===== config.mk =====
export PLATFORM = sky130hd
export DESIGN_NAME = hacp_port
export DESIGN_NICKNAME = d
export VERILOG_FILES = /design/src/rtl/hacp_pkg.sv /design/src/rtl/hacp_accept.sv /design/src/rtl/hacp_reply.sv /design/src/rtl/hacp_intr.sv /design/src/rtl/hacp_port.sv
export SDC_FILE = /design/constraint.sdc
export NUM_CORES = 1
export LEC_CHECK = 0
export ABC_AREA = 1
export CORE_ASPECT_RATIO = 0.7
export CORE_UTILIZATION = 50
export CTS_CLUSTER_DIAMETER = 30
export DETAILED_ROUTE_END_ITERATION = 7
export PLACE_DENSITY_LB_ADDON = 0.2
export SYNTH_ARGS = -nofsm -noshare
export SYNTH_HDL_FRONTEND = slang
export SYNTH_SLANG_ARGS = --single-unit

===== constraint.sdc =====
create_clock -name clk -period 2.85 [get_ports clk]
set_input_delay 0.57 -clock clk [delete_from_list [all_inputs] [get_ports clk]]
set_output_delay 0.57 -clock clk [all_outputs]
set_load 0.01 [all_outputs]

===== src/rtl/hacp_pkg.sv =====
package hacp_pkg;

  typedef enum logic [1:0] {
    ST_IDLE   = 2'd0,
    ST_DECODE = 2'd1,
    ST_PARAM  = 2'd2,
    ST_REPLY  = 2'd3
  } hacp_state_e;

  localparam logic [7:0] OP_MBOX_INIT = 8'h01;
  localparam logic [7:0] OP_START     = 8'h02;
  localparam logic [7:0] OP_INQUIRY   = 8'h04;
  localparam logic [7:0] OP_CONFIG    = 8'h0B;
  localparam logic [7:0] OP_EXT_SETUP = 8'h8D;

  // Opcode recognised by the command table
  function automatic logic op_known(input logic [7:0] op);
    return (op == OP_MBOX_INIT) || (op == OP_START) || (op == OP_INQUIRY) ||
           (op == OP_CONFIG) || (op == OP_EXT_SETUP);
  endfunction

  // Number of parameter bytes following the opcode
  function automatic logic [2:0] op_param_len(input logic [7:0] op);
    case (op)
      OP_MBOX_INIT: return 3'd4;
      OP_EXT_SETUP: return 3'd1;
      default:      return 3'd0;
    endcase
  endfunction

  // Reply length for opcodes whose reply length is fixed
  function automatic logic [7:0] op_fixed_reply(input logic [7:0] op);
    case (op)
      OP_INQUIRY: return 8'd4;
      OP_CONFIG:  return 8'd3;
      default:    return 8'd0;
    endcase
  endfunction

  // Canned reply byte at position idx
  function automatic logic [7:0] reply_byte(input logic [7:0] op, input logic [7:0] idx,
                                            input logic [2:0] id);
    case (op)
      OP_INQUIRY:   return 8'h40 + idx;
      OP_CONFIG:    return (idx == 8'd0) ? 8'h20 : (idx == 8'd1) ? 8'h40 : {5'd0, id};
      OP_EXT_SETUP: return (idx == 8'd0) ? 8'h45 : idx;
      default:      return 8'h00;
    endcase
  endfunction

endpackage


===== src/rtl/hacp_accept.sv =====
module hacp_accept #(
  parameter int LAT = 2
) (
  input  logic       clk,
  input  logic       rst_n,
  input  logic       clr,
  input  logic       take,
  input  logic [7:0] wdata,
  output logic       busy,
  output logic       consume,
  output logic [7:0] held
);
  localparam int CW = $clog2(LAT + 1);

  logic [CW-1:0] cnt;

  always_ff @(posedge clk or negedge rst_n) begin
    if (!rst_n) begin
      cnt  <= '0;
      held <= 8'h00;
    end else if (clr) begin
      cnt <= '0;
    end else if (take) begin
      cnt  <= CW'(LAT);
      held <= wdata;
    end else if (cnt != '0) begin
      cnt <= cnt - 1'b1;
    end
  end

  assign busy    = (cnt != '0);
  assign consume = (cnt == CW'(1));

  // the front end never hands over a byte while one is in flight
  assert_no_take_busy_R3: assert property (@(posedge clk) disable iff (!rst_n)
    take |-> !busy);

  // a freshly accepted byte keeps busy for more than one cycle
  assert_busy_span_R3: assert property (@(posedge clk) disable iff (!rst_n)
    (cnt == CW'(LAT) && !clr) |=> busy);

endmodule


===== src/rtl/hacp_reply.sv =====
module hacp_reply #(
  parameter int MAX = 16
) (
  input  logic                         clk,
  input  logic                         rst_n,
  input  logic                         clr,
  input  logic                         load,
  input  logic [$clog2(MAX+1)-1:0]     ld_len,
  input  logic                         pop,
  output logic                         avail,
  output logic                         last,
  output logic [7:0]                   idx8
);
  localparam int LW = $clog2(MAX + 1);

  logic [LW-1:0] len;
  logic [LW-1:0] idx;

  always_ff @(posedge clk or negedge rst_n) begin
    if (!rst_n) begin
      len <= '0;
      idx <= '0;
    end else if (clr) begin
      len <= '0;
      idx <= '0;
    end else if (load) begin
      len <= ld_len;
      idx <= '0;
    end else if (pop && avail) begin
      idx <= idx + 1'b1;
    end
  end

  assign avail = (idx < len);
  assign last  = pop && avail && (idx == len - 1'b1);
  assign idx8  = 8'(idx);

  // the read index never runs past the loaded length
  assert_idx_bound_R7: assert property (@(posedge clk) disable iff (!rst_n)
    idx <= len);

  // consuming the final byte drops data-in ready
  assert_last_empties_R5: assert property (@(posedge clk) disable iff (!rst_n)
    (last && !clr && !load) |=> !avail);

endmodule


===== src/rtl/hacp_intr.sv =====
module hacp_intr (
  input  logic       clk,
  input  logic       rst_n,
  input  logic       clr,
  input  logic       set_cmdc,
  input  logic       set_sres,
  output logic [7:0] intr_byte
);
  logic cmdc_q;
  logic sres_q;

  always_ff @(posedge clk or negedge rst_n) begin
    if (!rst_n) begin
      cmdc_q <= 1'b0;
      sres_q <= 1'b0;
    end else begin
      cmdc_q <= !clr && (cmdc_q || set_cmdc);
      sres_q <= set_sres || (!clr && sres_q);
    end
  end

  assign intr_byte = {(cmdc_q || sres_q), 3'b000, sres_q, cmdc_q, 2'b00};

  // a clear with no bus-reset request empties the register
  assert_clear_empty_R11: assert property (@(posedge clk) disable iff (!rst_n)
    (clr && !set_sres) |=> (intr_byte == 8'h00));

endmodule


===== src/rtl/hacp_port.sv =====
module hacp_port
  import hacp_pkg::*;
#(
  parameter int CONSUME_LAT = 2,
  parameter int MAX_REPLY   = 16,
  parameter int ADAPTER_ID  = 7
) (
  input  logic       clk,
  input  logic       rst_n,
  input  logic [1:0] io_addr,
  input  logic       io_wr,
  input  logic [7:0] io_wdata,
  input  logic       io_rd,
  output logic [7:0] io_rdata,
  output logic       irq,
  output logic       mbox_start
);
  localparam int LW = $clog2(MAX_REPLY + 1);
  localparam logic [7:0] MAX8 = 8'(MAX_REPLY);

  hacp_state_e state, state_n;
  logic [7:0]  cur_op, op_n;
  logic [2:0]  pcnt, pcnt_n;
  logic        init_req, cmd_inv, start_q;

  // Decoded port events
  logic ctl_wr, cpr_wr, din_rd;
  logic hard_rst, soft_rst, wipe, int_rst, bus_rst;
  assign ctl_wr   = io_wr && (io_addr == 2'd0);
  assign cpr_wr   = io_wr && (io_addr == 2'd1);
  assign din_rd   = io_rd && (io_addr == 2'd1);
  assign hard_rst = ctl_wr && io_wdata[7];
  assign soft_rst = ctl_wr && io_wdata[6] && !io_wdata[7];
  assign wipe     = hard_rst || soft_rst;
  assign int_rst  = ctl_wr && io_wdata[5];
  assign bus_rst  = ctl_wr && io_wdata[4];

  // Internal events, named for the assertions
  logic          busy, consume, take;
  logic [7:0]    held;
  logic          avail, last_pop;
  logic [7:0]    ridx;
  logic          load;
  logic [LW-1:0] ld_len;
  logic          done, bad, start_n, init_clr, set_cmdc;
  logic [7:0]    rl;
  logic [7:0]    intr_byte, status_byte;

  assign take = cpr_wr && !busy && !wipe &&
                ((state == ST_IDLE) || (state == ST_PARAM) ||
                 ((state == ST_REPLY) && (io_wdata == OP_START)));

  hacp_accept #(.LAT(CONSUME_LAT)) u_accept (
    .clk(clk), .rst_n(rst_n), .clr(wipe), .take(take), .wdata(io_wdata),
    .busy(busy), .consume(consume), .held(held)
  );

  hacp_reply #(.MAX(MAX_REPLY)) u_reply (
    .clk(clk), .rst_n(rst_n), .clr(wipe), .load(load), .ld_len(ld_len),
    .pop(din_rd && !wipe), .avail(avail), .last(last_pop), .idx8(ridx)
  );

  hacp_intr u_intr (
    .clk(clk), .rst_n(rst_n), .clr(wipe || int_rst),
    .set_cmdc(set_cmdc && !wipe), .set_sres(bus_rst), .intr_byte(intr_byte)
  );

  // Command sequencing
  always_comb begin
    state_n  = state;
    op_n     = cur_op;
    pcnt_n   = pcnt;
    done     = 1'b0;
    bad      = 1'b0;
    load     = 1'b0;
    ld_len   = '0;
    start_n  = 1'b0;
    rl       = 8'h00;
    if (take && (state == ST_IDLE) && (io_wdata != OP_START))
      state_n = ST_DECODE;
    if (consume) begin
      case (state)
        ST_IDLE, ST_REPLY: start_n = (held == OP_START);
        ST_DECODE: begin
          op_n = held;
          if (!op_known(held)) begin
            bad     = 1'b1;
            state_n = ST_IDLE;
          end else if (op_param_len(held) != 3'd0) begin
            pcnt_n  = 3'd0;
            state_n = ST_PARAM;
          end else if (op_fixed_reply(held) != 8'd0) begin
            load    = 1'b1;
            ld_len  = LW'(op_fixed_reply(held));
            state_n = ST_REPLY;
          end else begin
            done    = 1'b1;
            state_n = ST_IDLE;
          end
        end
        ST_PARAM: begin
          pcnt_n = pcnt + 3'd1;
          if (pcnt + 3'd1 == op_param_len(cur_op)) begin
            rl = (cur_op == OP_EXT_SETUP) ? ((held > MAX8) ? MAX8 : held)
                                          : op_fixed_reply(cur_op);
            if (rl == 8'd0) begin
              done    = 1'b1;
              state_n = ST_IDLE;
            end else begin
              load    = 1'b1;
              ld_len  = LW'(rl);
              state_n = ST_REPLY;
            end
          end
        end
        default: ;
      endcase
    end
    if (last_pop && (state == ST_REPLY)) begin
      done    = 1'b1;
      state_n = ST_IDLE;
    end
  end

  assign init_clr = done && (op_n == OP_MBOX_INIT);
  assign set_cmdc = done || bad;

  always_ff @(posedge clk or negedge rst_n) begin
    if (!rst_n) begin
      state    <= ST_IDLE;
      cur_op   <= 8'h00;
      pcnt     <= 3'd0;
      init_req <= 1'b1;
      cmd_inv  <= 1'b0;
      start_q  <= 1'b0;
    end else if (hard_rst) begin
      state    <= ST_IDLE;
      cur_op   <= 8'h00;
      pcnt     <= 3'd0;
      init_req <= 1'b1;
      cmd_inv  <= 1'b0;
      start_q  <= 1'b0;
    end else if (soft_rst) begin
      state    <= ST_IDLE;
      pcnt     <= 3'd0;
      cmd_inv  <= 1'b0;
      start_q  <= 1'b0;
    end else begin
      state    <= state_n;
      cur_op   <= op_n;
      pcnt     <= pcnt_n;
      init_req <= init_req && !init_clr;
      cmd_inv  <= (cmd_inv && !int_rst) || bad;
      start_q  <= start_n;
    end
  end

  assign status_byte = {2'b00, init_req, (state == ST_IDLE), busy, avail, 1'b0, cmd_inv};

  always_comb begin
    case (io_addr)
      2'd0:    io_rdata = status_byte;
      2'd1:    io_rdata = avail ? reply_byte(cur_op, ridx, 3'(ADAPTER_ID)) : 8'h00;
      2'd2:    io_rdata = intr_byte;
      default: io_rdata = 8'h00;
    endcase
  end

  assign irq        = intr_byte[7];
  assign mbox_start = start_q;

  // a hard reset through the control register settles to 0x30
  assert_hard_settle_R1: assert property (@(posedge clk) disable iff (!rst_n)
    hard_rst |=> (status_byte == 8'h30));

  // while an opcode is being decoded a byte is always in flight
  assert_decode_busy_R4: assert property (@(posedge clk) disable iff (!rst_n)
    (state == ST_DECODE) |-> busy);

  // reply bytes exist only in the reply state
  assert_reply_state_R5: assert property (@(posedge clk) disable iff (!rst_n)
    avail |-> (state == ST_REPLY));

  // the mailbox start strobe lasts a single cycle
  assert_start_pulse_R9: assert property (@(posedge clk) disable iff (!rst_n)
    mbox_start |=> !mbox_start);

  // a rejected opcode leaves both the invalid and complete flags
  assert_invalid_flags_R10: assert property (@(posedge clk) disable iff (!rst_n)
    (bad && !wipe && !int_rst) |=> (cmd_inv && intr_byte[2]));

endmodule


==> load_flow_metrics.sql <==
INSERT INTO impl_metrics (metric_group, metric, value, unit) VALUES
('place', 'dp_hpwl', '5636', 'um'),
('finish', 'flow.area_growth_from_synthesis', '19.56', '%'),
('floorplan', 'io_pins', '24', ''),
('synth', 'yosys.cell_types.count', '38', ''),
('global_routing', 'first_global_vias', '2461', ''),
('hold_path', 'worst_hold_path_type', 'input port to asynchronous set/reset pin', ''),
('finish', 'num-fill-cells', '461', ''),
('sta', 'worst_clock_skew', '0.003835', 'ns'),
('synth', 'synth.yosys.seq_area_share', '33.91', '%'),
('global_routing', 'grt_start_max_net_pins', '39', ''),
('global_routing', 'total_global_routing_track_utilization', '26.13', '%'),
('route', 'remaining_drc_errors', '0', ''),
('floorplan', 'core-area', '5313', 'sq um'),
('finish', 'finish.cell_count_without_fillers', '506', ''),
('setup_path', 'setup.worst_path.class', 'flip-flop to output pin', ''),
('synth', 'netlist_instances', '389', ''),
('setup_path', 'arrival', '2.16', 'ns'),
('floorplan', 'die_x', '91.57', 'um'),
('route', 'route.vias.total', '2758', ''),
('sta', 'tightestPinTransition', '0.8827', 'ns'),
('finish', 'layout.cells.most_common_list', 'sky130_fd_sc_hd__nand2_1 (78), sky130_fd_sc_hd__inv_1 (53), sky130_fd_sc_hd__dfrtp_1 (37)', ''),
('run_status', 'status', 'complete, no violations', ''),
('setup_path', 'critPathLaunchType', 'flip-flop', ''),
('global_routing', 'grt_first_pass_wirelength', '11950', 'um'),
('clocking', 'numClockSinks', '38', ''),
('setup_path', 'cpPeakStageDelay', '0.40', 'ns'),
('route', 'number_of_detailed_routing_iterations_run_before_antenna_repair', '4', ''),
('global_routing', 'grt.overflow.total', '0', ''),
('floorplan', 'row_count', '22', ''),
('sta', 'fmax', '366.8', 'MHz'),
('synth', 'synth-seq-cells', '38', ''),
('sta', 'final_min_period_over_clock_period', '95.67', '%'),
('clocking', 'post_cts.repair.setup_buffers', '0', ''),
('power_and_ir_drop', 'power.leakage', '0.001706', 'uW'),
('setup_path', 'setup.worst_path.end_class', 'output pin', ''),
('clocking', 'clock_tree.root_cell', 'sky130_fd_sc_hd__clkbuf_8', ''),
('setup_path', 'worstPathRequired', '2.28', 'ns'),
('place', 'portBuffers', '23', ''),
('floorplan', 'fp.dieH', '64.70', 'um'),
('floorplan', 'dieArea', '5924', 'sq um'),
('sta', 'hold_viol_final', '0', ''),
('power_and_ir_drop', 'power.density', '677.5', 'nW/um^2'),
('clocking', 'clkSlewWorstSetupHoldPaths', '0.08', 'ns'),
('route', 'detail_route.wirelength', '7189', 'um'),
('power_and_ir_drop', 'vdd_drop_max', '410.2', 'uV'),
('clocking', 'worstSkewPairLatency', '0.29', 'ns'),
('place', 'routabilityCongestion', '0.9097', ''),
('synth', 'syn-num-nets', '419', ''),
('sta', 'timing.final.max_slew_violations', '0', ''),
('setup_path', 'critPathMaxFanout', '3', ''),
('clocking', 'cts_inserted_buffers', '5', ''),
('synth', 'synth_enable_flop_cells', '0', ''),
('clocking', 'htreeDepth', '2', ''),
('synth', 'postSynth.topFlopCell', 'sky130_fd_sc_hd__dfrtp_1', ''),
('setup_path', 'timing.critical_path.cells', 'ha_1 -> nand2_1 -> nor3_1 -> nor3b_2 -> buf_4 -> nand2_1 -> inv_2 -> buf_4 -> a32o_1 -> clkbuf_2', ''),
('global_routing', 'grt_antenna_before_repair', '0', ''),
('finish', 'final_layout_size_suffix_gt1_share', '18.89', '%'),
('finish', 'final_net_count', '463', ''),
('floorplan', 'initial_utilization', '52.85', '%'),
('synth', 'post_synthesis_area_per_instance', '7.218', 'sq um'),
('sta', 'fin_crit', '2.726', 'ns'),
('setup_path', 'cp_num_buf_inv', '4', ''),
('route', 'postRouteAntennaNets', '0', ''),
('place', 'numPlacedInstances', '498', ''),
('sta', 'timing.max_slew.rel_slack', '41.15', '%'),
('clocking', 'tritoncts', 'done', ''),
('sta', 'setup_violations', '0', ''),
('setup_path', 'critical_path_top_delay_cell', 'sky130_fd_sc_hd__dfrtp_1', ''),
('finish', 'antenna_fix_cells', '0', ''),
('sta', 'min_hold_slack', '0.3959', 'ns'),
('synth', 'cell_area_after_synthesis', '2808', 'sq um'),
('clocking', 'cts-root-to-sink-buffers', '2', ''),
('setup_path', 'worst_path_dominant_cell_family', 'simple AND/OR/NAND/NOR gates', ''),
('place', 'place_area', '3239', 'sq um'),
('route', 'wl_per_cell', '14.21', 'um'),
('run', 'drv.max_cap_violation_count', '0', ''),
('synth', 'synth-async-reset-ratio', '100.0', '%'),
('route', 'first_iter_violations', '253', ''),
('synth', 'yosysWarnings', '0', ''),
('power_and_ir_drop', 'total_power', '2274', 'uW'),
('finish', 'final_design_area_no_fill', '3357', 'sq um'),
('finish', 'mostFrequentLayoutCell', 'sky130_fd_sc_hd__nand2_1', ''),
('route', 'detail_route.vias_per_cell', '5.451', '');
-- cells in the mapped netlist (all sizes together) (2+ instances only) --
library cell | instances | share of area (%)
nand2 | 85 | 13
inv | 67 | 9.0
nor2 | 43 | 7.6
dfrtp | 37 | 33
nand3 | 32 | 5.9
o21ai | 29 | 5.8
a21oi | 17 | 3.2
ha | 16 | 7.1
nand4 | 11 | 2.5
nor3 | 10 | 2.1
o22ai | 7 | 1.6
nor4 | 5 | 1.1
xor2 | 5 | 1.6
xnor2 | 4 | 1.2
buf | 3 | 0.53
o211ai | 3 | 0.80
o21bai | 3 | 0.80
and3 | 2 | 0.45
-- final cells by class --
| type | count | area, sq um | share of cell area [%] |
|---|---|---|---|
| multi-input cells | 279 | 1609 | 47.93 |
| flip-flops and latches | 38 | 952.2 | 28.36 |
| repair buffers | 41 | 335.3 | 9.989 |
| inverters | 68 | 260.3 | 7.753 |
| clock buffers | 8 | 110.1 | 3.280 |
| well taps | 72 | 90.09 | 2.684 |
-- report_power, final --
| part | total [uW] | switching (uW) | leakage, uW | internal (uW) |
|---|---|---|---|---|
| Combinational | 1000 | 652 | 0.00116 | 348 |
| Sequential | 832 | 142 | 0.000493 | 690 |
| Clock | 442 | 198 | 0.0000575 | 245 |
| Total | 2270 | 992 | 0.00171 | 1280 |
-- sequential cells by signal, indices dropped and copies added (netlist names) --
| register | count |
|---|---|
| cur_op | 8 |
| u_accept.held | 8 |
| u_reply.idx | 5 |
| u_reply.len | 5 |
| pcnt | 3 |
| state | 2 |
| u_accept.cnt | 2 |
| cmd_inv | 1 |
| init_req | 1 |
| mbox_start | 1 |
| u_intr.cmdc_q | 1 |
| u_intr.sres_q | 1 |
-- routing by layer --
layer  vias up  part of all wire, %  routed length, um  global-route usage [%]
li1       1356                    -                  -                       -
met1      1308                   50               3593                   40.49
met2        90                   42               3013                   37.50
met3         4                  7.6                546                   4.930
met4         0                 0.50                 36                   4.960
met5         -                    0                  0                       0
-- cells by family (layout without fill, tap and decap cells) --
family                     after synthesis  in the layout  synth area share, %
AOI/OAI and AO/OA                       63             63                13.28
DFF                                     38             38                33.91
adders and majority gates               16             16                7.130
xor gates and xnor gates                 9              9                2.807
buffers and inverters                   72            117                9.937
and+or+nand+nor                        191            191                32.93
-- final timing paths --
kind / endpoint / slack (ns) / depth (start not counted) / start
max: io_rdata[5] / 0.12 / 10 / u_reply.idx[4]
min: cur_op[2] / 0.40 / 1 / rst_n
max reg2reg: init_req / 0.69 / 15 / u_reply.idx[2]
min reg2reg: init_req / 0.48 / 2 / init_req
max in group asynchronous: u_intr.cmdc_q / 1.90 / 1 / rst_n
min in group clk: init_req / 0.48 / 2 / init_req
-- timing repair --
| action | 4_1_cts | 5_1_grt |
|---|---|---|
| pin swaps | 2 | 3 |
| gates resized for setup | 12 | 20 |
| setup endpoints to repair | 7 | 7 |
| hold buffers | 0 | 0 |
-- through the flow --
step	TNS [ns]	setup slack, ns	util (%)
after floorplan	0	0.4719	-
after global placement	-0.09703	-0.07179	60.98
after global routing	-0.001676	-0.001676	63.19
after detailed placement	-0.2660	-0.1077	60.98
final	0	0.1235	63.19
after CTS	0	0.001159	62.98
No activity file was read; power rests on OpenSTA's default activity.
